<file path="src/rtl/eth_dma_csr_pkg.sv">
package eth_dma_csr_pkg;
  localparam int unsigned IDX_VER    = 'h008;
  localparam int unsigned IDX_BUS    = 'h3C0;
  localparam int unsigned IDX_POLL   = 'h3C1;
  localparam int unsigned IDX_RXBASE = 'h3C3;
  localparam int unsigned IDX_TXBASE = 'h3C4;
  localparam int unsigned IDX_STAT   = 'h3C5;
  localparam int unsigned IDX_CTRL   = 'h3C6;
  localparam int unsigned IDX_IEN    = 'h3C7;
  localparam int unsigned IDX_TXPTR  = 'h3D2;
  localparam int unsigned IDX_RXPTR  = 'h3D3;

  localparam int unsigned RX_EN_BIT = 1;
  localparam int unsigned TX_EN_BIT = 13;

  localparam logic [31:0] VERSION_WORD = 32'h0000_1012;

  typedef struct packed {
    logic ver;
    logic bus;
    logic poll;
    logic rxb;
    logic txb;
    logic stat;
    logic ctrl;
    logic ien;
    logic txp;
    logic rxp;
  } csr_sel_t;
endpackage

</file>
<file path="src/rtl/csr_addr_dec.sv">
module csr_addr_dec
  import eth_dma_csr_pkg::*;
#(
  parameter int unsigned IDX_W = 12
) (
  input  logic             we_i,
  input  logic [IDX_W-1:0] idx_i,
  output csr_sel_t         rd_sel_o,
  output csr_sel_t         wr_sel_o
);
  csr_sel_t hit;

  always_comb begin
    hit      = '0;
    hit.ver  = (idx_i == IDX_W'(IDX_VER));
    hit.bus  = (idx_i == IDX_W'(IDX_BUS));
    hit.poll = (idx_i == IDX_W'(IDX_POLL));
    hit.rxb  = (idx_i == IDX_W'(IDX_RXBASE));
    hit.txb  = (idx_i == IDX_W'(IDX_TXBASE));
    hit.stat = (idx_i == IDX_W'(IDX_STAT));
    hit.ctrl = (idx_i == IDX_W'(IDX_CTRL));
    hit.ien  = (idx_i == IDX_W'(IDX_IEN));
    hit.txp  = (idx_i == IDX_W'(IDX_TXPTR));
    hit.rxp  = (idx_i == IDX_W'(IDX_RXPTR));
  end

  assign rd_sel_o = hit;
  assign wr_sel_o = we_i ? hit : '0;

  always_comb begin
    AST_SEL_ONEHOT: assert ($onehot0(rd_sel_o));
    AST_RD_WR_AGREE: assert ((wr_sel_o & ~rd_sel_o) == '0);
  end
endmodule

</file>
<file path="src/rtl/csr_word_reg.sv">
module csr_word_reg #(
  parameter int unsigned       DATA_W = 32,
  parameter logic [DATA_W-1:0] WMASK  = '1
) (
  input  logic              clk_i,
  input  logic              rst_ni,
  input  logic              ld_i,
  input  logic [DATA_W-1:0] d_i,
  output logic [DATA_W-1:0] q_o
);
  logic [DATA_W-1:0] q_q;

  always_ff @(posedge clk_i or negedge rst_ni) begin
    if (!rst_ni)   q_q <= '0;
    else if (ld_i) q_q <= d_i & WMASK;
  end

  assign q_o = q_q;

  AST_LOAD_TAKES: assert property (@(posedge clk_i) disable iff (!rst_ni)
    ld_i |=> (q_o == ($past(d_i) & WMASK)));
  AST_HOLD_IDLE: assert property (@(posedge clk_i) disable iff (!rst_ni)
    !ld_i |=> $stable(q_o));
endmodule

</file>
<file path="src/rtl/csr_status.sv">
module csr_status #(
  parameter int unsigned DATA_W = 32
) (
  input  logic              clk_i,
  input  logic              rst_ni,
  input  logic              clr_wr_i,
  input  logic [DATA_W-1:0] wdata_i,
  input  logic [DATA_W-1:0] evt_i,
  output logic [DATA_W-1:0] status_o
);
  logic [DATA_W-1:0] stat_q;

  for (genvar b = 0; b < DATA_W; b++) begin : g_bit
    logic clr;
    assign clr = clr_wr_i & wdata_i[b];

    // event set beats a same-cycle software clear
    always_ff @(posedge clk_i or negedge rst_ni) begin
      if (!rst_ni)       stat_q[b] <= 1'b0;
      else if (evt_i[b]) stat_q[b] <= 1'b1;
      else if (clr)      stat_q[b] <= 1'b0;
    end

    AST_SET_WINS: assert property (@(posedge clk_i) disable iff (!rst_ni)
      evt_i[b] |=> stat_q[b]);
    AST_W1C_CLEARS: assert property (@(posedge clk_i) disable iff (!rst_ni)
      (clr && !evt_i[b]) |=> !stat_q[b]);
    AST_ZERO_KEEPS: assert property (@(posedge clk_i) disable iff (!rst_ni)
      (!clr && !evt_i[b]) |=> $stable(stat_q[b]));
  end

  assign status_o = stat_q;
endmodule

</file>
<file path="src/rtl/eth_dma_csr.sv">
module eth_dma_csr
  import eth_dma_csr_pkg::*;
#(
  parameter int unsigned DATA_W = 32,
  parameter int unsigned IDX_W  = 12,
  localparam int unsigned ADDR_W = IDX_W + 2
) (
  input  logic              clk_i,
  input  logic              rst_ni,
  input  logic              we_i,
  input  logic [ADDR_W-1:0] addr_i,
  input  logic [DATA_W-1:0] wdata_i,
  output logic [DATA_W-1:0] rdata_o,
  input  logic [DATA_W-1:0] evt_i,
  output logic              irq_o,
  output logic              tx_poll_o,
  output logic              rx_en_o,
  output logic              tx_en_o,
  output logic [DATA_W-1:0] cur_rx_desc_o,
  output logic [DATA_W-1:0] cur_tx_desc_o
);
  localparam logic [DATA_W-1:0] BUS_WMASK = ~DATA_W'(1);

  logic [IDX_W-1:0]  idx;
  csr_sel_t          rd_sel, wr_sel;
  logic [DATA_W-1:0] bus_q, rxb_q, txb_q, ctrl_q, ien_q, rxp_q, txp_q, stat_q;
  logic              poll_q;
  logic              unused_sink;

  assign idx = addr_i[ADDR_W-1:2];
  assign unused_sink = ^{addr_i[1:0], wr_sel.ver, rd_sel.poll};

  csr_addr_dec #(.IDX_W(IDX_W)) u_dec (
    .we_i     (we_i),
    .idx_i    (idx),
    .rd_sel_o (rd_sel),
    .wr_sel_o (wr_sel)
  );

  csr_word_reg #(.DATA_W(DATA_W), .WMASK(BUS_WMASK)) u_bus (
    .clk_i(clk_i), .rst_ni(rst_ni), .ld_i(wr_sel.bus), .d_i(wdata_i), .q_o(bus_q));
  csr_word_reg #(.DATA_W(DATA_W)) u_rxb (
    .clk_i(clk_i), .rst_ni(rst_ni), .ld_i(wr_sel.rxb), .d_i(wdata_i), .q_o(rxb_q));
  csr_word_reg #(.DATA_W(DATA_W)) u_txb (
    .clk_i(clk_i), .rst_ni(rst_ni), .ld_i(wr_sel.txb), .d_i(wdata_i), .q_o(txb_q));
  csr_word_reg #(.DATA_W(DATA_W)) u_ctrl (
    .clk_i(clk_i), .rst_ni(rst_ni), .ld_i(wr_sel.ctrl), .d_i(wdata_i), .q_o(ctrl_q));
  csr_word_reg #(.DATA_W(DATA_W)) u_ien (
    .clk_i(clk_i), .rst_ni(rst_ni), .ld_i(wr_sel.ien), .d_i(wdata_i), .q_o(ien_q));
  // pointers load on a direct write or on a write to their list base
  csr_word_reg #(.DATA_W(DATA_W)) u_rxp (
    .clk_i(clk_i), .rst_ni(rst_ni), .ld_i(wr_sel.rxp | wr_sel.rxb), .d_i(wdata_i), .q_o(rxp_q));
  csr_word_reg #(.DATA_W(DATA_W)) u_txp (
    .clk_i(clk_i), .rst_ni(rst_ni), .ld_i(wr_sel.txp | wr_sel.txb), .d_i(wdata_i), .q_o(txp_q));

  csr_status #(.DATA_W(DATA_W)) u_stat (
    .clk_i    (clk_i),
    .rst_ni   (rst_ni),
    .clr_wr_i (wr_sel.stat),
    .wdata_i  (wdata_i),
    .evt_i    (evt_i),
    .status_o (stat_q)
  );

  always_ff @(posedge clk_i or negedge rst_ni) begin
    if (!rst_ni) poll_q <= 1'b0;
    else         poll_q <= wr_sel.poll;
  end

  always_comb begin
    rdata_o = '0;
    if (rd_sel.ver)  rdata_o = DATA_W'(VERSION_WORD);
    if (rd_sel.bus)  rdata_o = bus_q;
    if (rd_sel.rxb)  rdata_o = rxb_q;
    if (rd_sel.txb)  rdata_o = txb_q;
    if (rd_sel.stat) rdata_o = stat_q;
    if (rd_sel.ctrl) rdata_o = ctrl_q;
    if (rd_sel.ien)  rdata_o = ien_q;
    if (rd_sel.rxp)  rdata_o = rxp_q;
    if (rd_sel.txp)  rdata_o = txp_q;
  end

  assign irq_o         = |(stat_q & ien_q);
  assign tx_poll_o     = poll_q;
  assign rx_en_o       = ctrl_q[RX_EN_BIT];
  assign tx_en_o       = ctrl_q[TX_EN_BIT];
  assign cur_rx_desc_o = rxp_q;
  assign cur_tx_desc_o = txp_q;

  AST_POLL_FROM_WRITE: assert property (@(posedge clk_i) disable iff (!rst_ni)
    tx_poll_o |-> $past(we_i && idx == IDX_W'(IDX_POLL)));
  AST_RXBASE_SEEDS_PTR: assert property (@(posedge clk_i) disable iff (!rst_ni)
    wr_sel.rxb |=> (cur_rx_desc_o == $past(wdata_i)));
  AST_TXBASE_SEEDS_PTR: assert property (@(posedge clk_i) disable iff (!rst_ni)
    wr_sel.txb |=> (cur_tx_desc_o == $past(wdata_i)));
  AST_IRQ_HAS_CAUSE: assert property (@(posedge clk_i) disable iff (!rst_ni)
    irq_o |-> ((stat_q != '0) && (ien_q != '0)));
endmodule

</file>
<file path="config.mk">
export PLATFORM = sky130hd
export DESIGN_NAME = eth_dma_csr
export DESIGN_NICKNAME = d
export VERILOG_FILES = /design/src/rtl/eth_dma_csr_pkg.sv /design/src/rtl/csr_addr_dec.sv /design/src/rtl/csr_word_reg.sv /design/src/rtl/csr_status.sv /design/src/rtl/eth_dma_csr.sv
export SDC_FILE = /design/constraint.sdc
export NUM_CORES = 1
export LEC_CHECK = 0
export BUFFER_PORTS_ARGS = -buffer_cell sky130_fd_sc_hd__buf_2
export CORE_UTILIZATION = 45
export DETAILED_ROUTE_END_ITERATION = 6
export PLACE_DENSITY = 0.65
export SETUP_SLACK_MARGIN = 0.1
export SLEW_MARGIN = 15
export SYNTH_ARGS = -nofsm -noshare
export SYNTH_HDL_FRONTEND = slang
export SYNTH_SLANG_ARGS = --single-unit
</file>
<file path="constraint.sdc">
create_clock -name clk_i -period 2.85 [get_ports clk_i]
set_clock_uncertainty 0.1 [all_clocks]
set_input_delay 0.285 -clock clk_i [delete_from_list [all_inputs] [get_ports clk_i]]
set_output_delay 0.285 -clock clk_i [all_outputs]
set_load 0.01 [all_outputs]
</file>
* After elaboration in Yosys (flattened, before gate mapping)
Cells that the tools add are included.
Storage, ports and cells: bits in registers 256, input bits 81, output and inout bits 100, logic and storage cells 192
Operators by class: equal/unequal tests 10, mux-type cells 74, bitwise logic cells 35, reduce and logical (&&, ||, !) cells 33
Operators with widths (number):
- 32-bit 2-to-1 mux | 8
- 12-bit by 10-bit equality test with 1-bit output (second input constant) | 9
- 1-bit 2-to-1 mux | 64
- 2-bit nonzero test | 32
- 1-bit bitwise AND | 32
- 32-bit bitwise AND | 1
- 32-bit OR reduction | 1
- 13-bit 2-to-1 mux | 1
- 12-bit by 4-bit equality test with 1-bit output (second input constant) | 1
- 9-bit 2-to-1 mux | 1
- 1-bit OR | 2

* Depth between registers and ports, before layout
depth after elaboration 10, gate-level depth with buffers 8, gate-level depth less buffers 5

* Modules after synthesis
Synthesis repeated with hierarchy kept, for this count alone.
Unflattened totals: cells, all modules 940, area total of the unflattened synthesis 13223.9 µm²
By module, submodules not included:
- csr_word_reg (u_ctrl ...) | instances 6, cells each 68, area an instance 1345.0 µm², seq. area each 800.8 µm²
- eth_dma_csr | instances 1, cells each 311, area an instance 2344.7 µm², seq. area each 25.0 µm²
- csr_status | instances 1, cells each 99, area an instance 1194.9 µm², seq. area each 800.8 µm²
- csr_word_reg (u_bus) | instances 1, cells each 67, area an instance 1169.9 µm², seq. area each 775.7 µm²
- csr_addr_dec | instances 1, cells each 55, area an instance 444.2 µm², seq. area each 0.0 µm²

* Worst setup path before layout
No wires, ideal clock.
kind input port to output port, start input port addr_i[12], end output port rdata_o[18], arrival time 1688 ps, required time 2465 ps, setup slack 777 ps, stages 7, buffers on the path 3, cell sequence and4bb_1 -> buf_6 -> and4_1 -> buf_2 -> clkbuf_1 -> a22oi_1 -> a32oi_1
Between the ends: word-level cells in the longest chain between the ends 9, elaborated cells on any way between the ends 16, those cells by class eq/ne (8); mux (8)
RTL lines:
- start, declared | line eth_dma_csr.sv:11 | input logic [ADDR_W-1:0] addr_i,
- 12-bit by 10-bit equality test with 1-bit output | line csr_addr_dec.sv:16 | hit.bus = (idx_i == IDX_W'(IDX_BUS));
- 32-bit 2-to-1 mux | line eth_dma_csr.sv:73 | if (rd_sel.bus) rdata_o = bus_q;
- 32-bit 2-to-1 mux | line eth_dma_csr.sv:74 | if (rd_sel.rxb) rdata_o = rxb_q;
- 32-bit 2-to-1 mux | line eth_dma_csr.sv:75 | if (rd_sel.txb) rdata_o = txb_q;
- 32-bit 2-to-1 mux | line eth_dma_csr.sv:76 | if (rd_sel.stat) rdata_o = stat_q;
- 32-bit 2-to-1 mux | line eth_dma_csr.sv:77 | if (rd_sel.ctrl) rdata_o = ctrl_q;
- 32-bit 2-to-1 mux | line eth_dma_csr.sv:78 | if (rd_sel.ien) rdata_o = ien_q;
- 32-bit 2-to-1 mux | line eth_dma_csr.sv:79 | if (rd_sel.rxp) rdata_o = rxp_q;
- 32-bit 2-to-1 mux * | line eth_dma_csr.sv:80 | if (rd_sel.txp) rdata_o = txp_q;
- end, declared | line eth_dma_csr.sv:13 | output logic [DATA_W-1:0] rdata_o,
Every way passes the cells marked *; elsewhere a longest branch is shown, timed or not.

* Worst setup path after layout
start register u_ien.q_q[10] (netlist: u_ien.q_o[10]), end output port irq_o
Between the ends: word-level cells in the longest chain between the ends 2
RTL lines:
- start, declared | line csr_word_reg.sv:11 | logic [DATA_W-1:0] q_q;
- start signal, assigned | line csr_word_reg.sv:15 | else if (ld_i) q_q <= d_i & WMASK;
- 32-bit bitwise AND | line eth_dma_csr.sv:83 | assign irq_o = |(stat_q & ien_q);
- 32-bit OR reduction | line eth_dma_csr.sv:83
- end, declared | line eth_dma_csr.sv:15 | output logic irq_o,
No other way between the ends.

==> impl_metrics.json <==
{
  "grt_pass1_wl_um": 58900,
  "n_fill_cell": 2222,
  "synthCells": 982,
  "ant_nets": 0,
  "seq_area_frac_synth_pct": 51.2,
  "drt-initial-drc-count": 770,
  "ctsLongestPathBuffers": 3,
  "routabilityCongestion": 0.851,
  "htreeDepth": 1,
  "die_area_um2": 28400,
  "fin_hold_ws_ps": 11.5,
  "clk_latency_ps": 540,
  "arrival_ps": 2330,
  "stdcell_area_um2": 15700,
  "vias_per_cell": 5.75,
  "synth.distinct_cells": 61,
  "drive_gt1_share_pct": 38.5,
  "pre_cts_ws_ps": 231,
  "grt_pass1_vias": 9710,
  "crit_fanout": 3,
  "status": "finished clean",
  "worstSetupPathType": "reg2out",
  "initial_utilization_pct": 46.1,
  "tritoncts": "yes",
  "fp-row-count": 60,
  "async_flop_share_pct": 100,
  "gr-total-overflow": 0,
  "crit_chain": "a22o_1 > a221oi_2 > nand3_2 > or4_4 > buf_2",
  "fin_tns_setup_ps": 0,
  "syn_nets": 1063,
  "wl_um": 38500,
  "power.density_nw_per_um2": 490,
  "layout.nets": 1343,
  "rsz0062_at_grt": "yes",
  "die_w_um": 169,
  "setup_viol": 0,
  "vias": 9516,
  "grt_usage_pct": 27.4,
  "cap_violations": 0,
  "wl_per_cell_um": 23.2,
  "cts-root-buf": "clkbuf_16",
  "finalMaxSlewViolations": 0,
  "ys_ff_latch": 256,
  "port_buffers": 178,
  "areaGrowthSynthToFinish_pct": 26.0,
  "synth_top_flop_cell": "dfrtp_1",
  "cts.sinks": 256,
  "cts_buffers": 28,
  "crit_path_end_kind": "output pin",
  "die_h_um": 169,
  "grt_max_degree": 85,
  "cp_slowest_stage_delay_ps": 560,
  "hpwl_um": 25100,
  "ir_worst_vdd_uv": 368,
  "crit_required_ps": 2470,
  "syn_avg_cell_area_um2": 12.7,
  "worst_pin_slew_ps": 711,
  "fin_total_pwr_w": 0.00772,
  "setup_ws_ps": 132,
  "startpoint_type": "flip-flop",
  "dr.pass1.iters": 5,
  "timing.fmax_mhz": 368,
  "hold_path_class": "in2reg",
  "ios": 181,
  "slew_headroom_pct": 52.6,
  "antenna_found_initial": 2,
  "post-route-min-period_ps": 2720,
  "synth_edf_count": 0,
  "crit_slowest_cell": "or4_4",
  "place_area_um2": 14000,
  "p_leak_nw": 7.82,
  "synth_area_um2": 12500,
  "yosys_warnings": 0,
  "finalCritPeriodShare_pct": 95.4,
  "route.detailed.drc": 0,
  "finalHoldViolCount": 0,
  "coreArea_um2": 27100,
  "cts.clk_slew.worst_paths_ps": 60
}
## registers in the layout (all words and copies together), names as in the netlist, 31 cells and up
name / count
u_ien.q_o: 32
u_rxp.q_o: 32
u_stat.status_o: 32
u_txb.q_o: 32
u_txp.q_o: 32
u_ctrl.q_o: 32
u_rxb.q_o: 32
u_bus.q_o: 31
## critical path, delay by kind of cell, from the launching register on
kind            cells  cell delay, ps
compound gates      2             510
simple gates        2             730
flops               1             400
buf+inv             1             160
## report_power, final
group          switching (W)  internal, W  total (W)
logic               0.000271     0.000183   0.000454
clock network        0.00147      0.00213    0.00360
registers          0.0000133      0.00365    0.00367
## cell usage in the layout (no fill, tap or decap), types with 7 or more instances in the layout
master,Yosys,final
dfrtp_1,256,256
buf_2,32,177
nand2_1,105,105
mux2_2,105,105
mux2_4,86,86
dlygate4sd3_1,0,83
a21o_1,53,53
buf_4,2,47
o21ai_0,42,42
a21oi_1,36,36
a22oi_1,34,34
mux2_1,34,34
clkbuf_16,0,29
mux2i_1,23,23
a32oi_1,17,17
nor2_1,12,11
o22ai_1,11,11
a222oi_1,9,9
a22o_1,8,8
clkbuf_1,17,8
clkbuf_8,0,7
buf_12,0,7
## layer usage
metal  global-route usage, %  part of all wire (%)
met4                    8.70                   2.8
met3                    3.86                   6.8
met1                    38.1                    43
met5                       0                     0
met2                    44.2                    48
## cells in the mapped netlist, types with 6 or more instances
cell,n,share of area (%)
dfrtp_1,256,51
mux2_2,105,9.5
nand2_1,105,3.2
mux2_4,86,10
a21o_1,53,3.2
o21ai_0,42,1.7
a21oi_1,36,1.4
a22oi_1,34,2.0
mux2_1,34,3.1
buf_2,32,1.3
mux2i_1,23,1.8
a32oi_1,17,1.2
clkbuf_1,17,0.51
buf_6,13,1.2
nor2_1,12,0.36
o22ai_1,11,0.55
a222oi_1,9,0.72
a22o_1,8,0.56
a221oi_1,7,0.49
and3_1,6,0.30
inv_1,6,0.18
## cell families after synthesis
logic type             after synthesis  share of synthesized area [%]
multiplexers                       249                           24.9
buffers and inverters               71                           3.29
AND/OR/NAND/NOR                    168                           7.26
AO/OA/AOI/OAI                      238                           13.3
flip-flops                         256                           51.2
## repair_timing
action | CTS | global route
endpoints found under the hold margin | 249 | 0
setup endpoints to repair | 1 | 2
resized for setup | 2 | 2
hold buffers | 83 | 0
pin swaps | 1 | 0
buffers inserted | 0 | 0
## final cells by class
| type | count | area, um^2 | share of cell area [%] |
|---|---|---|---|
| antenna | 2 | 5.00 | 0.0318 |
| clock buffer | 44 | 852 | 5.41 |
| clock inverter | 6 | 58.8 | 0.373 |
| inverter | 6 | 22.5 | 0.143 |
| multi-input combinational | 655 | 5710 | 36.3 |
| sequential | 256 | 6410 | 40.7 |
| tap | 372 | 465 | 2.96 |
| timing repair buffer | 315 | 2220 | 14.1 |
## stage by stage
step / std cells / utilization [%]
floorplan: 982 / -
global placement: 1521 / 51.6
detailed placement: 1521 / 51.6
CTS: 1654 / 58.0
global route: 1656 / 58.1
finish: 1656 / 58.1
## worst paths after layout
path / cells after the start / slack (ps) / start / to
max: 5 / 130 / u_ien.q_o[10]$_DFFE_PN0P_ / irq_o
min: 2 / 10 / wdata_i[26] / u_ien.q_o[26]$_DFFE_PN0P_
max reg2reg: 2 / 1440 / u_stat.status_o[27]$_DFFE_PN0P_ / u_stat.status_o[27]$_DFFE_PN0P_
min reg2reg: 1 / 390 / u_ctrl.q_o[0]$_DFFE_PN0P_ / u_ctrl.q_o[0]$_DFFE_PN0P_
max in group asynchronous: 3 / 1600 / rst_ni / u_ien.q_o[2]$_DFFE_PN0P_
min in group asynchronous: 2 / 250 / rst_ni / u_stat.status_o[5]$_DFFE_PN0P_
No activity file was read; power rests on OpenSTA's default activity.
